## src/rtl/uart_irq_pkg.sv

```systemverilog
package uart_irq_pkg;
    localparam int SRC_N = 13;

    // register byte addresses
    localparam int OFF_SET  = 'h08;
    localparam int OFF_CLR  = 'h0C;
    localparam int OFF_MASK = 'h10;
    localparam int OFF_STAT = 'h14;
    localparam int OFF_RAW  = 'h2C;

    // source bit positions shared by every register
    localparam int B_RXTRIG = 0;
    localparam int B_RXEMPT = 1;
    localparam int B_RXFULL = 2;
    localparam int B_TXEMPT = 3;
    localparam int B_TXFULL = 4;
    localparam int B_OVR    = 5;
    localparam int B_FRM    = 6;
    localparam int B_PAR    = 7;
    localparam int B_TOUT   = 8;

    typedef enum logic [2:0] {
        REG_NONE,
        REG_SET,
        REG_CLR,
        REG_MASK,
        REG_STAT,
        REG_RAW
    } reg_sel_e;
endpackage

```

## src/rtl/uart_irq_decode.sv

```systemverilog
module uart_irq_decode
    import uart_irq_pkg::*;
#(
    parameter int ADDR_W = 8
) (
    input  logic [ADDR_W-1:0] addr,
    output reg_sel_e          sel
);
    always_comb begin
        unique case (addr)
            ADDR_W'(OFF_SET):  sel = REG_SET;
            ADDR_W'(OFF_CLR):  sel = REG_CLR;
            ADDR_W'(OFF_MASK): sel = REG_MASK;
            ADDR_W'(OFF_STAT): sel = REG_STAT;
            ADDR_W'(OFF_RAW):  sel = REG_RAW;
            default:           sel = REG_NONE;
        endcase
    end
endmodule

```

## src/rtl/uart_irq_mask.sv

```systemverilog
module uart_irq_mask #(
    parameter int SRC_N = 13
) (
    input  logic             clk,
    input  logic             rst_n,
    input  logic [SRC_N-1:0] set_bits,
    input  logic [SRC_N-1:0] clr_bits,
    output logic [SRC_N-1:0] mask_q
);
    logic [SRC_N-1:0] mask_d;

    // clear wins over set when both name one bit
    always_comb mask_d = (mask_q | set_bits) & ~clr_bits;

    always_ff @(posedge clk or negedge rst_n) begin
        if (!rst_n) mask_q <= '0;
        else        mask_q <= mask_d;
    end
endmodule

```

## src/rtl/uart_irq_status.sv

```systemverilog
module uart_irq_status #(
    parameter int SRC_N = 13
) (
    input  logic             clk,
    input  logic             rst_n,
    input  logic [SRC_N-1:0] evt,
    input  logic [SRC_N-1:0] mask,
    input  logic [SRC_N-1:0] clr_bits,
    output logic [SRC_N-1:0] stat_q
);
    for (genvar i = 0; i < SRC_N; i++) begin : g_bit
        always_ff @(posedge clk or negedge rst_n) begin
            if (!rst_n)                stat_q[i] <= 1'b0;
            else if (evt[i] && mask[i]) stat_q[i] <= 1'b1;
            else if (clr_bits[i])       stat_q[i] <= 1'b0;
        end
    end
endmodule

```

## src/rtl/uart_irq_rdmux.sv

```systemverilog
module uart_irq_rdmux
    import uart_irq_pkg::*;
#(
    parameter int SRC_N  = 13,
    parameter int DATA_W = 32
) (
    input  reg_sel_e          sel,
    input  logic [SRC_N-1:0]  mask,
    input  logic [SRC_N-1:0]  stat,
    input  logic [SRC_N-1:0]  raw,
    output logic [DATA_W-1:0] rdata
);
    logic [SRC_N-1:0] pick;

    always_comb begin
        unique case (sel)
            REG_MASK: pick = mask;
            REG_STAT: pick = stat;
            REG_RAW:  pick = raw;
            default:  pick = '0;
        endcase
        rdata = DATA_W'(pick);
    end
endmodule

```

## src/rtl/uart_irq_ctrl.sv

```systemverilog
module uart_irq_ctrl
    import uart_irq_pkg::*;
#(
    parameter int ADDR_W = 8,
    parameter int DATA_W = 32,
    parameter int SRC_W  = SRC_N
) (
    input  logic              clk,
    input  logic              rst_n,
    input  logic              bus_wr,
    input  logic [ADDR_W-1:0] bus_addr,
    input  logic [DATA_W-1:0] bus_wdata,
    output logic [DATA_W-1:0] bus_rdata,
    input  logic [SRC_W-1:0]  evt_pulse,
    input  logic              rx_trig_lvl,
    input  logic              rx_empty_lvl,
    input  logic              tx_empty_lvl,
    input  logic              tx_full_lvl,
    output logic              irq
);
    reg_sel_e         sel;
    logic [SRC_W-1:0] wbits;
    logic [SRC_W-1:0] set_bits;
    logic [SRC_W-1:0] clr_bits;
    logic [SRC_W-1:0] sclr_bits;
    logic [SRC_W-1:0] mask_q;
    logic [SRC_W-1:0] stat_q;
    logic [SRC_W-1:0] raw;
    logic             unused_wdata_hi;

    assign wbits           = bus_wdata[SRC_W-1:0];
    assign unused_wdata_hi = ^bus_wdata[DATA_W-1:SRC_W];

    uart_irq_decode #(.ADDR_W(ADDR_W)) dec_i (
        .addr (bus_addr),
        .sel  (sel)
    );

    always_comb begin
        set_bits  = (bus_wr && sel == REG_SET)  ? wbits : '0;
        clr_bits  = (bus_wr && sel == REG_CLR)  ? wbits : '0;
        sclr_bits = (bus_wr && sel == REG_STAT) ? wbits : '0;
    end

    always_comb begin
        raw           = '0;
        raw[B_RXTRIG] = rx_trig_lvl;
        raw[B_RXEMPT] = rx_empty_lvl;
        raw[B_TXEMPT] = tx_empty_lvl;
        raw[B_TXFULL] = tx_full_lvl;
    end

    uart_irq_mask #(.SRC_N(SRC_W)) mask_i (
        .clk      (clk),
        .rst_n    (rst_n),
        .set_bits (set_bits),
        .clr_bits (clr_bits),
        .mask_q   (mask_q)
    );

    uart_irq_status #(.SRC_N(SRC_W)) stat_i (
        .clk      (clk),
        .rst_n    (rst_n),
        .evt      (evt_pulse),
        .mask     (mask_q),
        .clr_bits (sclr_bits),
        .stat_q   (stat_q)
    );

    uart_irq_rdmux #(.SRC_N(SRC_W), .DATA_W(DATA_W)) rd_i (
        .sel   (sel),
        .mask  (mask_q),
        .stat  (stat_q),
        .raw   (raw),
        .rdata (bus_rdata)
    );

    assign irq = |stat_q;
endmodule

```

## config.mk

```make
export PLATFORM = sky130hd
export DESIGN_NAME = uart_irq_ctrl
export DESIGN_NICKNAME = d
export VERILOG_FILES = /design/src/rtl/uart_irq_pkg.sv /design/src/rtl/uart_irq_decode.sv /design/src/rtl/uart_irq_mask.sv /design/src/rtl/uart_irq_status.sv /design/src/rtl/uart_irq_rdmux.sv /design/src/rtl/uart_irq_ctrl.sv
export SDC_FILE = /design/constraint.sdc
export NUM_CORES = 1
export LEC_CHECK = 0
export ABC_AREA = 0
export BUFFER_PORTS_ARGS = -buffer_cell sky130_fd_sc_hd__buf_2
export CAP_MARGIN = 20
export CORE_MARGIN = 3
export CORE_UTILIZATION = 44
export DETAILED_ROUTE_END_ITERATION = 10
export PLACE_DENSITY = 0.88
export SYNTH_ARGS = -nofsm -noshare
export SYNTH_HDL_FRONTEND = slang
export SYNTH_SLANG_ARGS = --single-unit
```

## constraint.sdc

```tcl
create_clock -name clk -period 1.08 [get_ports clk]
set_input_delay 0.054 -clock clk [delete_from_list [all_inputs] [get_ports clk]]
set_output_delay 0.054 -clock clk [all_outputs]
set_load 0.02 [all_outputs]
```

After elaboration in Yosys (flattened, before gate mapping) --
Index checks and enable logic that the tools add are counted.
Word-level totals: flip-flop bits (word level) 26, input bits 60, logic and storage cells 88
Operators by class: equality and inequality tests 10, muxes and demuxes 31, bitwise operators 3, reduce and logical (&&, ||, !) cells 30
Operators by type and width (number):
- $mux 13 | 3
- $pmux 13 s3 | 1
- $mux 1 | 26
- $reduce_bool 2->1 | 13
- $eq 8x4->1 const B | 2
- $eq 8x5->1 const B | 2
- $logic_and 1x1->1 | 16
- $pmux 3 s5 | 1
- $and 13x13->13 | 1
- $not 13->13 | 1
- $or 13x13->13 | 1
- $reduce_or 13->1 | 1
- $eq 8x6->1 const B | 1
- $eq 3x2->1 const B | 2
- $eq 3x3->1 const B | 2
- $eq 3x1->1 const B | 1

Longest topological paths before layout --
word-level depth 7, depth in mapped cells 4, gate-level depth less buffers 3

Cells and area by module --
A second synthesis with hierarchy kept.
Second synthesis, totals: cells, all modules 194, area, all modules 1990.7 µm²
Modules (own cells, without submodules):
- uart_irq_status | times used 1, cells each 52, area an instance 536.8 µm², seq. area each 325.3 µm²
- uart_irq_rdmux | times used 1, cells each 52, area an instance 529.3 µm², seq. area each 0.0 µm²
- uart_irq_mask | times used 1, cells each 26, area an instance 455.4 µm², seq. area each 325.3 µm²
- uart_irq_ctrl | times used 1, cells each 51, area an instance 374.1 µm², seq. area each 0.0 µm²
- uart_irq_decode | times used 1, cells each 13, area an instance 95.1 µm², seq. area each 0.0 µm²

Worst setup path after synthesis --
Ideal clock, no wire load.
path kind input -> output, from input bus_addr[3], to output bus_rdata[10], arrival time 1.120 ns, required time 1.026 ns, slack -0.094 ns, stages on the path 4, cell sequence nor3b_2 buf_2 nand2_2 nor2_1
Between the ends: cells in the longest elaborated chain, start to end 4, elaborated cells between the ends (all ways) 10, classes of those cells eq/ne: 8; mux: 2
Ends and longest elaborated chain:
- start, declared | RTL line uart_irq_ctrl.sv:11 | input logic [ADDR_W-1:0] bus_addr,
- $eq 8x6->1, or another cell as far along | RTL line uart_irq_decode.sv:10 | unique case (addr)
- $pmux 3 s5 * | RTL line uart_irq_decode.sv:10
- $eq 3x3->1 / $eq 3x2->1 (equally long branches) | RTL line uart_irq_rdmux.sv:16 | unique case (sel)
- $pmux 13 s3 * | RTL line uart_irq_rdmux.sv:16
- end, declared | RTL line uart_irq_ctrl.sv:13 | output logic [DATA_W-1:0] bus_rdata,
Every way passes the cells marked *; elsewhere a longest branch is shown, timed or not.

Worst setup path after layout --
from register stat_i.stat_q[12], to output irq
Between the ends: cells in the longest elaborated chain, start to end 1
Ends and longest elaborated chain:
- start, declared | RTL line uart_irq_status.sv:9 | output logic [SRC_N-1:0] stat_q
- start signal, assigned by index | RTL line uart_irq_status.sv:13 | if (!rst_n) stat_q[i] <= 1'b0;
- start signal, assigned by index | RTL line uart_irq_status.sv:14 | else if (evt[i] && mask[i]) stat_q[i] <= 1'b1;
- start signal, assigned by index | RTL line uart_irq_status.sv:15 | else if (clr_bits[i]) stat_q[i] <= 1'b0;
- $reduce_or 13->1 | RTL line uart_irq_ctrl.sv:78 | assign irq = |stat_q;
- end, declared | RTL line uart_irq_ctrl.sv:19 | output logic irq
Every way passes these cells.

==> metrics.md <==
| Metric | Value |
|---|---|
| Grt ovf | 0 |
| Relative slew slack | 59.6% |
| Largest net degree at the start of global routing | 27 |
| CTS tree | yes |
| Endpoints failing setup | 14 |
| Top_reg_cell synth | dfrtp_1 |
| Yosys top cell area share | 38.9% |
| CP arrival | 1360 ps |
| Die X-Extent | 67.7 µm |
| Commonest non-fill, non-tap cell in the layout | buf_2 |
| RSZ-0062 raised after global routing | true |
| Most frequent cells in the layout | buf_2, nand3_1, dfrtp_1, buf_4, conb_1 |
| Power per cell area | 827 nW/µm² |
| Initial DRC count | 170 |
| Worst-Margin Slew | 607 ps |
| Mapped cell area | 1670 µm² |
| Filler Cell Count | 235 |
| Final wirelength | 5480 µm |
| Fin. Hold Viols | 1 |
| Antenna diodes | 0 |
| Layout cells sized above 1 | 47.6% |
| Die area | 4580 µm² |
| Post-synth ARST share | 100% |
| I/O Pins | 93 |
| Average size of a mapped cell | 9.62 µm² |
| DR pass1 iterations | 4 |
| Register clock-pin slew on the reported worst setup and hold paths | 90 ps |
| DR WL/cell | 18.3 µm |
| Tmin final | 1410 ps |
| CTS max path bufs | 2 |
| Clk root buf | clkbuf_8 |
| Buffers on Ports | 54 |
| Crit share post-route | 131% |
| Number of global-route vias before repair | 1739 |
| Leak pwr | 1.24 nW |
| Antenna violations before repair | 0 |
| Maxcap violations | 0 |
| Worst-Skew Late Latency | 280 ps |
| Post-synthesis sequential area ratio | 38.9% |
| Peak Freq | 708 MHz |
| First-pass GRT wire length | 8590 µm |
| Nature of the critical path startpoint | register |
| Failing checks | negative hold slack, negative setup slack |
| Num Clock Sinks | 26 |
| Synth cell types | 23 |
| Max IR drop VDD | 0.804 mV |
| Reg area | 651 µm² |
| Total GRT Usage | 25.5% |
| Critical path class | reg -> out |
| Crit. End Element | output pin |
| Worst EP required | 1030 ps |
| Status | finished with violations |
| Min Hold Slack | -0.420 ps |
| Post-synth EDFFs | 0 |
| CP max FO | 2 |
| Area occupied by multi-input gates | 1060 µm² |
| Final HPWL DP | 3270 µm |
| Synthesized instance count | 174 |
| Pins Over Slew Limit | 0 |
| CTS Buf Count | 3 |
| Die height | 67.7 µm |
| Clock skew after layout | 8.32 ps |
| Area grow syn2layout | 51.3% |
| Warnings from Yosys | 0 |
| GP Congestion | 0.744 |
| Util after Layout | 72.5% |
| Starting utilization of the core area | 47.9% |
| DRC Markers | 0 |
| DR vias | 1638 |
| Via density | 5.46 |
| FF+latch count, synth | 26 |
| # rows | 21 |
| Routed Antenna Nets | 0 |
| Area contributors post-synth | dfrtp_1, mux2i_1, buf_4 |
| H-tree depth | 1 |
| Area leader, netlist | dfrtp_1 |
| Final net count | 315 |
| Final WS setup | -333 ps |
| Core area | 3490 µm² |
| Worst hold path class | in -> reg |
| Setup TNS | -2500 ps |
==> final timing paths <==
kind | startpoint | to | slack, ps | depth (start not counted)
setup reg to reg | stat_i.stat_q[4] | stat_i.stat_q[4] | 100 | 3
min in group asynchronous | rst_n | mask_i.mask_q[12] | 310 | 2
max in group asynchronous | rst_n | stat_i.stat_q[11] | 370 | 2
hold / removal | evt_pulse[6] | stat_i.stat_q[6] | -0.4 | 2
hold reg to reg | mask_i.mask_q[3] | stat_i.stat_q[3] | 560 | 1
setup / recovery | stat_i.stat_q[12] | irq | -330 | 3
==> stage by stage <==
| step | area, µm² | cells | total power (W) | setup slack, ps |
|---|---|---|---|---|
| final | 2530 | 300 | 0.00210 | -333 |
| after global routing | 2530 | 300 | 0.00219 | -396 |
| after CTS | 2480 | 295 | 0.00209 | -304 |
| after detailed placement | 2100 | 279 | 0.00138 | -207 |
| after global placement | 2100 | 279 | 0.00137 | -118 |
| after floorplan | 1830 | 192 | 0.00127 | -55.0 |
==> layer usage <==
metal	vias to the layer above	track usage [%]	wire length, µm
met5	-	0	0
met4	0	8.61	109
met3	11	6.49	500
met2	89	44.2	2790
met1	793	30.5	2080
li1	745	-	-
==> sequential cells by signal (all words and copies together), names as in the netlist <==
name and count:
mask_i.mask_q 13, stat_i.stat_q 13
==> synthesized netlist by cell type, types with 2 or more instances <==
| cell | n |
|---|---|
| inv_1 | 13 |
| buf_6 | 3 |
| buf_2 | 3 |
| dfrtp_1 | 26 |
| nand3_1 | 26 |
| nor2_1 | 14 |
| mux2i_1 | 22 |
| clkbuf_1 | 3 |
| and3_1 | 13 |
| buf_4 | 19 |
| a22oi_1 | 4 |
| a22o_1 | 13 |
| mux2_2 | 4 |
| nor4_1 | 2 |
==> layout make-up <==
class                      instances  share of cell area [%]
clock buffer                       4                    2.17
multi-input combinational        126                    41.7
inverter                          13                    1.93
timing repair buffer              85                    26.2
tap                               46                    2.27
sequential                        26                    25.7
==> kinds of logic (layout without fill, tap and decap cells) <==
| kind of cell | after synthesis | count (layout) | synth area share [%] |
|---|---|---|---|
| and+or+nand+nor | 63 | 64 | 21.4 |
| buffers and inverters | 41 | 102 | 15.0 |
| muxes | 26 | 26 | 15.8 |
| DFF | 26 | 26 | 38.9 |
| AOI/OAI and AO/OA | 17 | 17 | 8.60 |
| other | 1 | 19 | 0.224 |
==> power by group <==
| group | total (W) | switching (W) | internal [W] |
|---|---|---|---|
| clock | 0.000643 | 0.000316 | 0.000327 |
| sequential | 0.00102 | 0.0000229 | 0.000996 |
| combinational | 0.000433 | 0.000249 | 0.000184 |
| total | 0.00210 | 0.000588 | 0.00151 |
==> critical path, stage by stage (launching register included) <==
cell     delay [ps]
dfrtp_1         430
nor4_2          320
nand4_1         140
buf_2           190
==> timing repair <==
action / in CTS / in global routing
hold buffers: 2 / 1
setup buffers: 8 / 6
resized for setup: 51 / 4
endpoints found under the hold margin: 27 / 1
gates cloned: 2 / 0
pin swaps: 6 / 8
setup endpoints to repair: 14 / 27
Power figures use the tool's default switching activity.
